[src/rtl/acc_alu_pkg.sv]
package acc_alu_pkg;
  localparam int OP_W = 4;

  typedef enum logic [OP_W-1:0] {
    OP_ADD  = 4'd0,
    OP_SUB  = 4'd1,
    OP_AND  = 4'd2,
    OP_OR   = 4'd3,
    OP_XOR  = 4'd4,
    OP_SHL  = 4'd5,
    OP_SHR  = 4'd6,
    OP_ROL  = 4'd7,
    OP_ROR  = 4'd8,
    OP_INC  = 4'd9,
    OP_DEC  = 4'd10,
    OP_SWAP = 4'd11,
    OP_RS12 = 4'd12,
    OP_RS13 = 4'd13,
    OP_RS14 = 4'd14,
    OP_RS15 = 4'd15
  } alu_op_e;

  typedef enum logic [1:0] {
    LG_AND = 2'd0,
    LG_OR  = 2'd1,
    LG_XOR = 2'd2
  } logic_sel_e;

  typedef struct packed {
    logic n;
    logic v;
    logic z;
    logic c;
  } flags_t;
endpackage

[src/rtl/acc_rst_sync.sv]
module acc_rst_sync #(
  parameter int STAGES = 2
) (
  input  logic clk,
  input  logic rst_n,
  output logic rst_sync_n
);
  logic [STAGES-1:0] chain_q;

  always_ff @(posedge clk or negedge rst_n) begin
    if (!rst_n) chain_q <= '0;
    else        chain_q <= {chain_q[STAGES-2:0], 1'b1};
  end

  assign rst_sync_n = chain_q[STAGES-1];
endmodule

[src/rtl/acc_adder.sv]
module acc_adder #(
  parameter int DATA_W = 16,
  localparam int HALF = DATA_W / 2
) (
  input  logic              wide,
  input  logic [DATA_W-1:0] a,
  input  logic [DATA_W-1:0] b,
  input  logic              cin,
  output logic [DATA_W-1:0] y,
  output logic              cout,
  output logic              ovf
);
  logic [DATA_W:0] sum_full;
  logic [HALF:0]   sum_half;

  always_comb begin
    sum_full = {1'b0, a} + {1'b0, b} + {{DATA_W{1'b0}}, cin};
    sum_half = {1'b0, a[HALF-1:0]} + {1'b0, b[HALF-1:0]} + {{HALF{1'b0}}, cin};
    if (wide) begin
      y    = sum_full[DATA_W-1:0];
      cout = sum_full[DATA_W];
      ovf  = (a[DATA_W-1] == b[DATA_W-1]) && (sum_full[DATA_W-1] != a[DATA_W-1]);
    end else begin
      y    = {{HALF{1'b0}}, sum_half[HALF-1:0]};
      cout = sum_half[HALF];
      ovf  = (a[HALF-1] == b[HALF-1]) && (sum_half[HALF-1] != a[HALF-1]);
    end
  end
endmodule

[src/rtl/acc_logic.sv]
module acc_logic
  import acc_alu_pkg::*;
#(
  parameter int DATA_W = 16
) (
  input  logic_sel_e        sel,
  input  logic [DATA_W-1:0] a,
  input  logic [DATA_W-1:0] b,
  output logic [DATA_W-1:0] y
);
  always_comb begin
    case (sel)
      LG_AND:  y = a & b;
      LG_OR:   y = a | b;
      default: y = a ^ b;
    endcase
  end
endmodule

[src/rtl/acc_shifter.sv]
module acc_shifter #(
  parameter int DATA_W = 16,
  localparam int HALF = DATA_W / 2
) (
  input  logic              wide,
  input  logic              left,
  input  logic              rot,
  input  logic              swap,
  input  logic              cin,
  input  logic [DATA_W-1:0] a,
  output logic [DATA_W-1:0] y,
  output logic              cout
);
  logic fill;
  logic top_bit;

  always_comb begin
    fill    = rot & cin;
    top_bit = wide ? a[DATA_W-1] : a[HALF-1];
    y       = '0;
    cout    = 1'b0;
    if (swap) begin
      y = {a[HALF-1:0], a[DATA_W-1:HALF]};
    end else if (left) begin
      y    = {a[DATA_W-2:0], fill};
      cout = top_bit;
    end else begin
      cout = a[0];
      if (wide) y = {fill, a[DATA_W-1:1]};
      else      y[HALF-1:0] = {fill, a[HALF-1:1]};
    end
  end
endmodule

[src/rtl/acc_alu.sv]
module acc_alu
  import acc_alu_pkg::*;
#(
  parameter int DATA_W = 16,
  localparam int HALF = DATA_W / 2
) (
  input  logic              clk,
  input  logic              rst_n,
  input  logic              en,
  input  logic [OP_W-1:0]   op,
  input  logic              mode8,
  input  logic [DATA_W-1:0] acc_in,
  input  logic [DATA_W-1:0] opnd,
  input  logic              n_in,
  input  logic              v_in,
  input  logic              z_in,
  input  logic              c_in,
  output logic [DATA_W-1:0] res,
  output logic              n_out,
  output logic              v_out,
  output logic              z_out,
  output logic              c_out
);
  logic rst_sync_n;
  acc_rst_sync #(.STAGES(2)) u_rst (
    .clk(clk), .rst_n(rst_n), .rst_sync_n(rst_sync_n)
  );

  alu_op_e op_e;
  logic    wide;
  assign op_e = alu_op_e'(op);
  assign wide = ~mode8;

  // adder operand selection
  logic [DATA_W-1:0] add_b, add_y;
  logic              add_ci, add_co, add_v;
  always_comb begin
    add_b  = opnd;
    add_ci = c_in;
    case (op_e)
      OP_SUB: add_b = ~opnd;
      OP_INC: begin add_b = {{(DATA_W-1){1'b0}}, 1'b1}; add_ci = 1'b0; end
      OP_DEC: begin add_b = '1; add_ci = 1'b0; end
      default: ;
    endcase
  end

  acc_adder #(.DATA_W(DATA_W)) u_add (
    .wide(wide), .a(acc_in), .b(add_b), .cin(add_ci),
    .y(add_y), .cout(add_co), .ovf(add_v)
  );

  logic_sel_e        lg_sel;
  logic [DATA_W-1:0] lg_y;
  always_comb begin
    case (op_e)
      OP_AND:  lg_sel = LG_AND;
      OP_OR:   lg_sel = LG_OR;
      default: lg_sel = LG_XOR;
    endcase
  end

  acc_logic #(.DATA_W(DATA_W)) u_log (
    .sel(lg_sel), .a(acc_in), .b(opnd), .y(lg_y)
  );

  logic              sh_left, sh_rot, sh_swap, sh_co;
  logic [DATA_W-1:0] sh_y;
  assign sh_left = (op_e == OP_SHL) || (op_e == OP_ROL);
  assign sh_rot  = (op_e == OP_ROL) || (op_e == OP_ROR);
  assign sh_swap = (op_e == OP_SWAP);

  acc_shifter #(.DATA_W(DATA_W)) u_sh (
    .wide(wide), .left(sh_left), .rot(sh_rot), .swap(sh_swap),
    .cin(c_in), .a(acc_in), .y(sh_y), .cout(sh_co)
  );

  // next-state: result merge and flag generation
  logic [DATA_W-1:0] core_y, res_d;
  flags_t            flg_d;
  logic              width_nz;
  always_comb begin
    core_y   = acc_in;
    flg_d    = '{n: n_in, v: v_in, z: z_in, c: c_in};
    width_nz = 1'b1;
    case (op_e)
      OP_ADD, OP_SUB: begin
        core_y  = add_y;
        flg_d.c = add_co;
        flg_d.v = add_v;
      end
      OP_INC, OP_DEC:        core_y = add_y;
      OP_AND, OP_OR, OP_XOR: core_y = lg_y;
      OP_SHL, OP_SHR, OP_ROL, OP_ROR: begin
        core_y  = sh_y;
        flg_d.c = sh_co;
      end
      OP_SWAP: begin
        core_y   = sh_y;
        width_nz = 1'b0;
      end
      default: width_nz = 1'b0;
    endcase

    if (mode8 && !sh_swap) res_d = {acc_in[DATA_W-1:HALF], core_y[HALF-1:0]};
    else                   res_d = core_y;

    if (width_nz) begin
      flg_d.n = mode8 ? core_y[HALF-1] : core_y[DATA_W-1];
      flg_d.z = mode8 ? (core_y[HALF-1:0] == '0) : (core_y == '0);
    end else if (sh_swap) begin
      flg_d.n = core_y[HALF-1];
      flg_d.z = (core_y[HALF-1:0] == '0);
    end
  end

  // registers
  always_ff @(posedge clk or negedge rst_sync_n) begin
    if (!rst_sync_n) begin
      res   <= '0;
      n_out <= 1'b0;
      v_out <= 1'b0;
      z_out <= 1'b0;
      c_out <= 1'b0;
    end else if (en) begin
      res   <= res_d;
      n_out <= flg_d.n;
      v_out <= flg_d.v;
      z_out <= flg_d.z;
      c_out <= flg_d.c;
    end
  end


  hold_chk: assert property (@(posedge clk) disable iff (!rst_sync_n)
    !en |=> $stable(res) && $stable({n_out, v_out, z_out, c_out}));


  hi_byte_chk: assert property (@(posedge clk) disable iff (!rst_sync_n)
    (en && mode8 && op != OP_SWAP) |=> res[DATA_W-1:HALF] == $past(acc_in[DATA_W-1:HALF]));


  shr_neg_chk: assert property (@(posedge clk) disable iff (!rst_sync_n)
    (en && op == OP_SHR) |=> !n_out);


  logic_cv_chk: assert property (@(posedge clk) disable iff (!rst_sync_n)
    (en && (op == OP_AND || op == OP_OR || op == OP_XOR))
      |=> (c_out == $past(c_in)) && (v_out == $past(v_in)));


  incdec_cv_chk: assert property (@(posedge clk) disable iff (!rst_sync_n)
    (en && (op == OP_INC || op == OP_DEC))
      |=> (c_out == $past(c_in)) && (v_out == $past(v_in)));


  zero_flag_chk: assert property (@(posedge clk) disable iff (!rst_sync_n)
    (en && op <= OP_DEC) |=>
      z_out == ($past(mode8) ? (res[HALF-1:0] == '0) : (res == '0)));


  swap_flag_chk: assert property (@(posedge clk) disable iff (!rst_sync_n)
    (en && op == OP_SWAP) |=> (n_out == res[HALF-1]) && (z_out == (res[HALF-1:0] == '0)));
endmodule

[config.mk]
export PLATFORM = sky130hd
export DESIGN_NAME = acc_alu
export DESIGN_NICKNAME = d
export VERILOG_FILES = /design/src/rtl/acc_alu_pkg.sv /design/src/rtl/acc_rst_sync.sv /design/src/rtl/acc_adder.sv /design/src/rtl/acc_logic.sv /design/src/rtl/acc_shifter.sv /design/src/rtl/acc_alu.sv
export SDC_FILE = /design/constraint.sdc
export NUM_CORES = 1
export LEC_CHECK = 0
export BUFFER_PORTS_ARGS = -buffer_cell sky130_fd_sc_hd__buf_2
export CAP_MARGIN = 20
export CORE_UTILIZATION = 36
export CTS_BUF_LIST = sky130_fd_sc_hd__clkbuf_16
export DETAILED_ROUTE_END_ITERATION = 10
export PLACE_DENSITY_LB_ADDON = 0.2
export SETUP_SLACK_MARGIN = 0.1
export SYNTH_ARGS = -nofsm -noshare
export SYNTH_HDL_FRONTEND = slang
export SYNTH_SLANG_ARGS = --single-unit
[constraint.sdc]
create_clock -name clk -period 0.8 [get_ports clk]
set_input_delay 0.04 -clock clk [delete_from_list [all_inputs] [get_ports clk]]
set_output_delay 0.04 -clock clk [all_outputs]
set_load 0.01 [all_outputs]
==> results.sh, run 1 <==
export IMPL_status="complete, but fails checks"
export IMPL_violations="setup timing"
export IMPL_tightest_slew_ns=0.899
export IMPL_syn_cell_area_mm2=0.00398
export IMPL_die_h_um=107
export IMPL_antenna_left=0
export IMPL_routedWlPerCell_um=18.9
export IMPL_ios=64
export IMPL_syn_inst=538
export IMPL_rsz0062_at_grt="true"
export IMPL_rows=38
export IMPL_overflow=0
export IMPL_avgSynthCellArea_um2=7.39
export IMPL_drtIter0Drc=561
export IMPL_totalWireLength_um=16900
export IMPL_drive_gt1_frac=0.452
export IMPL_gr_usage_all_layers=0.288
export IMPL_p_per_area_mw_per_mm2=1100
export IMPL_syn_to_final_growth_pct=61.2
export IMPL_synthDistinctLibCells=81
export IMPL_cp_arrival_ns=3.68
export IMPL_clock_path_buffers=2
export IMPL_place_gp_congestion=0.920
export IMPL_worst_slack_ns=-2.71
export IMPL_maxSlewViolCount=0
export IMPL_end_kind="flip-flop"
export IMPL_hold_violations=0
export IMPL_start_util=0.369
export IMPL_clk_latency_ns=0.25
export IMPL_fp_coreArea_mm2=0.0108
export IMPL_dieArea_mm2=0.0115
export IMPL_grt_pass1_vias=5015
export IMPL_finalPower_mw=7.06
export IMPL_synth_most_common_cell="a21oi_1"
export IMPL_viasPerCell=5.80
export IMPL_synth_top_area_share=0.148
export IMPL_synth_ff_type="dfrtp_1"
export IMPL_synth_async_reset_ratio=1.00
export IMPL_max_cap_viol_count=0
export IMPL_fmax_ghz=0.285
export IMPL_clock_sinks=22
export IMPL_die_x_um=107
export IMPL_dp_hpwl_um=12800
export IMPL_dr_pass1_iters=6
export IMPL_synth_edf_count=0
export IMPL_ir_worst_vdd_uv=1260
export IMPL_final_util=0.594
export IMPL_max_slew_margin_rel=0.385
export IMPL_synthTopCellsByCount="52 x a21oi_1, 47 x ha_1, 42 x o21ai_0"
export IMPL_critPathLaunchType="primary input"
export IMPL_via_count=5175
export IMPL_leakage_nw=3.10
export IMPL_numCtsBuffers=3
export IMPL_h_tree_depth=1
export IMPL_synth_top_area_cell="ha_1"
export IMPL_fin_crit_sh=4.39
export IMPL_diodes=0
export IMPL_place_ws_ns=-3.16
export IMPL_crit_required_ns=0.97
export IMPL_grt_max_degree=35
export IMPL_grt_pass1_wl_um=25800
export IMPL_final_nets=846
export IMPL_clockRootBuffer="clkbuf_16"
export IMPL_hold_class="primary input to async pin"
export IMPL_clkTransAtPathRegs_ns=0.06
export IMPL_drc=0
export IMPL_synth_area_leaders="ha_1 15%, dfrtp_1 14%, a21oi_1 6.5%"
export IMPL_setup_violations=31
export IMPL_yosys_warnings=0
export IMPL_antenna_found_initial=0
export IMPL_portBuffers=63
export IMPL_crit_path_max_fanout=4
export IMPL_skew_ns=0.00411
export IMPL_crit_type="primary input to flip-flop"
export IMPL_cts_tree="done"
export IMPL_period_needed_ns=3.51
export IMPL_syn_num_nets=631
export IMPL_yosysSeqAreaShare=0.138
export IMPL_ys_ff_latch=22
## timing repair
action | CTS | global route
setup endpoints to repair | 40 | 40
endpoints found under the hold margin | 2 | 0
buffers inserted | 17 | 10
pin swaps | 37 | 27
hold buffers | 1 | 0
gates cloned | 1 | 0
gates resized for setup | 70 | 39
## worst paths after layout
path / from / to / slack [ns] / cells past startpoint
worst max-delay path: op[2] / z_out / -2.71 / 17
max in group asynchronous: u_rst.chain_q[1] / res[4] / 0.38 / 1
min in group clk: v_in / v_out / 0.14 / 3
worst min register to register: u_rst.chain_q[1] / res[9] / 0.21 / 1
worst min-delay path: rst_n / u_rst.chain_q[0] / 0.09 / 2
worst max register to register: z_out / z_out / -0.66 / 5
## cell type report
cell class / count / area (um^2)
timing repair buffer: 247 / 1880
sequential: 22 / 551
tap: 140 / 175
fill: 985 / 4380
clock inverter: 1 / 3.75
multi-input combinational: 439 / 3580
inverter: 40 / 150
clock buffer: 3 / 75.1
## flip-flops by register name (all words and copies together), names as in the netlist
signal	flops
v_out	1
u_rst.chain_q	2
n_out	1
c_out	1
z_out	1
res	16
## cells by family after synthesis
group | Yosys count | synth area share
AO/OA/AOI/OAI | 199 | 0.335
XOR/XNOR | 13 | 0.0305
adder cells (fa/ha/maj) | 49 | 0.158
buffers and inverters | 77 | 0.0818
flip-flops | 22 | 0.138
multiplexers | 14 | 0.0384
other | 1 | 0.000943
AND/OR/NAND/NOR | 163 | 0.217
## through the flow
| stage | cell area (um^2) | setup TNS (ns) | hold slack [ns] | instances |
|---|---|---|---|---|
| 2_1_floorplan | 4210 | -44.92 | -0.256 | 538 |
| 3_3_place_gp | 5650 | -46.52 | -0.174 | 866 |
| 3_5_place_dp | 5650 | -47.41 | -0.172 | 866 |
| 4_1_cts | 6190 | -38.80 | 0.0951 | 884 |
| 5_1_grt | 6410 | -42.71 | 0.107 | 892 |
| 6_report | 6410 | -40.50 | 0.0917 | 892 |
## metal layers
metal,GRT usage,share of wire,vias up
li1,-,-,2423
met1,0.380,0.43,2449
met2,0.497,0.47,246
met3,0.0207,0.063,57
met4,0.0910,0.035,0
met5,0,0,-
## worst max-delay path: stages
cell	delay, ns
buf_8	0.10
buf_4	0.13
buf_6	0.13
nor2b_1	0.21
a21boi_2	0.09
fa_2	0.38
inv_2	0.07
fa_2	0.22
nor2b_4	0.05
o2111a_1	0.25
or3_4	0.41
a31o_1	0.18
a211o_1	0.35
a211oi_2	0.23
nand4_1	0.12
or4_4	0.53
o31ai_4	0.17
## cell usage in the layout, fill, tap and decap left out, types with 6 or more instances in the layout
cell type,synthesis,final
a21o_1,7,7
a21oi_1,52,39
a21oi_2,1,11
a22o_1,13,13
a22oi_1,7,7
and3_1,6,6
buf_2,7,58
buf_4,3,164
buf_6,2,15
dfrtp_1,22,22
ha_1,47,45
inv_1,39,36
mux2_4,0,8
nand2_1,40,37
nor2_1,41,36
nor3_1,21,18
o21ai_0,42,32
o21ai_1,4,8
xnor2_1,8,6
## where the power goes
group          internal [mW]  switching [mW]  leakage [nW]
Sequential              1.28          0.0820         0.258
Combinational           2.34            2.32          2.81
Clock                  0.666           0.374        0.0385
Total                   4.29            2.77          3.10
Note: power is estimated with default switching activity, not from simulation.
==> run 2: changes to the inputs <==
--- a/config.mk
+++ b/config.mk
@@ -12,6 +12,7 @@
 export DETAILED_ROUTE_END_ITERATION = 10
 export PLACE_DENSITY_LB_ADDON = 0.2
 export SETUP_SLACK_MARGIN = 0.1
+export SKIP_CTS_REPAIR_TIMING = 1
 export SYNTH_ARGS = -nofsm -noshare
 export SYNTH_HDL_FRONTEND = slang
 export SYNTH_SLANG_ARGS = --single-unit
==> run 2 against run 1 <==
- the flow still finishes with violations (setup timing)
- design area decreased by 2.2%
- sequential power about the same
- critical path type unchanged
- fmax increased by 0.67%
- non-clock buffer count decreased by 12
- die area unchanged
- power decreased by 1.9%
- largest cell class unchanged
- largest power group unchanged
- global-route usage decreased by 1.3 points
==> results.sh, run 2 (synthesis gave the netlist of run 1 again) <==
export IMPL_totalWireLength_um=16400
export IMPL_final_nets=834
export IMPL_drc=0
export IMPL_setup_violations=30
export IMPL_tightest_slew_ns=0.889
export IMPL_ios=64
export IMPL_status="complete, but fails checks"
export IMPL_clock_sinks=22
export IMPL_hold_class="primary input to async pin"
export IMPL_crit_path_max_fanout=3
export IMPL_dp_hpwl_um=12800
export IMPL_gr_usage_all_layers=0.275
export IMPL_portBuffers=63
export IMPL_cts_tree="done"
export IMPL_rsz0062_at_grt="true"
export IMPL_top_regs="res (16), u_rst.chain_q (2)"
export IMPL_crit_type="primary input to flip-flop"
export IMPL_dr_pass1_iters=5
export IMPL_max_slew_margin_rel=0.392
export IMPL_start_util=0.369
export IMPL_syn_to_final_growth_pct=57.6
export IMPL_final_cell_mix="160 x buf_4, 58 x buf_2, 44 x ha_1"
export IMPL_swShare=0.396
export IMPL_overflow=0
export IMPL_viasPerCell=5.70
export IMPL_top_register="res"
export IMPL_period_needed_ns=3.49
export IMPL_p_clk_frac=0.150
export IMPL_clockRootBuffer="clkbuf_16"
export IMPL_h_tree_depth=1
export IMPL_via_count=5019
export IMPL_power_switching_mw=2.74
export IMPL_place_area_mm2=0.00565
export IMPL_num_fill_cells=983
export IMPL_whs_ns=0.0923
export IMPL_clkTransAtPathRegs_ns=0.06
export IMPL_p_int_mw=4.19
export IMPL_layout_commonest_cell="buf_4"
export IMPL_grt_max_degree=35
export IMPL_grt_pass1_vias=4794
export IMPL_diodes=0
export IMPL_antenna_left=0
export IMPL_cp_arrival_ns=3.66
export IMPL_fmax_ghz=0.287
export IMPL_clock_path_buffers=2
export IMPL_end_kind="flip-flop"
export IMPL_r2r_slack_ns=-0.63
export IMPL_setup_tns_ns=-40.48
export IMPL_routedWlPerCell_um=18.6
export IMPL_leakage_nw=3.01
export IMPL_die_x_um=107
export IMPL_pwr_share_comb=0.654
export IMPL_violations="setup timing"
export IMPL_max_cap_viol_count=0
export IMPL_fp_coreArea_mm2=0.0108
export IMPL_seqPwrFrac=0.197
export IMPL_p_per_area_mw_per_mm2=1100
export IMPL_critPathLaunchType="primary input"
export IMPL_fin_area_mm2=0.00627
export IMPL_ir_worst_vdd_uv=1250
export IMPL_die_h_um=107
export IMPL_largest_reg_flops=16
export IMPL_numCtsBuffers=3
export IMPL_hold_violations=0
export IMPL_clk_latency_ns=0.25
export IMPL_antenna_found_initial=0
export IMPL_fin_crit_sh=4.36
export IMPL_grt_pass1_wl_um=24800
export IMPL_place_gp_congestion=0.920
export IMPL_crit_required_ns=0.97
export IMPL_worst_slack_ns=-2.69
export IMPL_dieArea_mm2=0.0115
export IMPL_drtIter0Drc=562
export IMPL_finalPower_mw=6.93
export IMPL_drive_gt1_frac=0.445
export IMPL_rows=38
export IMPL_maxSlewViolCount=0
export IMPL_place_ws_ns=-3.16
export IMPL_skew_ns=0.00340
run 2: changes by cell type in the layout (fill, tap and decap cells not counted), moves of 2 or more:
cell / change
buf_12: -3
buf_4: -4
buf_6: -5
ha_4: +2
o21ai_0: +2
o21ai_1: -2
xnor2_1: -2
xnor2_2: +3
run 2: final timing paths:
check                                 start               end  depth (start not counted)
max                                   op[2]             z_out                         18
max in group asynchronous  u_rst.chain_q[1]            res[4]                          1
min                                   rst_n  u_rst.chain_q[0]                          2
max reg2reg                           z_out             z_out                          5
min reg2reg                u_rst.chain_q[1]            res[9]                          1
min in group clk                       v_in             v_out                          3
run 2: layer usage:
layer,GRT usage,share of wire,vias to the layer above
met5,0,0,-
met4,0.0724,0.024,0
met3,0.0182,0.065,40
met2,0.470,0.48,225
met1,0.372,0.44,2361
li1,-,-,2393
run 2: layout make-up:
cell class,instances,area (um^2),share of cell area
repair buffers,235,1720,0.275
well taps,140,175,0.0279
clock buffers,3,75.1,0.0120
flip-flops and latches,22,551,0.0878
clock inverters,1,3.75,0.000599
multi-input cells,439,3590,0.573
inverters,40,150,0.0239
run 2: worst max-delay path: stages:
cell      delay [ns]
buf_8           0.10
nor2_4          0.11
nand2_4         0.06
nor2_4          0.08
a21oi_2         0.03
o22a_1          0.23
fa_2            0.40
inv_2           0.07
fa_2            0.22
nor2b_4         0.05
o2111a_1        0.27
or4_4           0.48
a311oi_2        0.31
nor2b_1         0.16
and4_1          0.25
nand4_1         0.10
or4_4           0.50
o31ai_4         0.17
run 2: power groups by stage:
stage	clock network (mW)	registers, mW	logic [mW]
floorplan	0	1.47	2.04
global placement	0	1.37	3.79
detailed placement	0	1.38	3.85
CTS	1.06	1.36	3.87
global route	1.10	1.38	4.84
finish	1.04	1.36	4.53
run 2: metrics by stage:
| step | std cells | utilization |
|---|---|---|
| final | 880 | 0.581 |
| after global routing | 880 | 0.581 |
| after CTS | 870 | 0.531 |
| after detailed placement | 866 | 0.524 |
| after global placement | 866 | 0.524 |
| after floorplan | 538 | - |
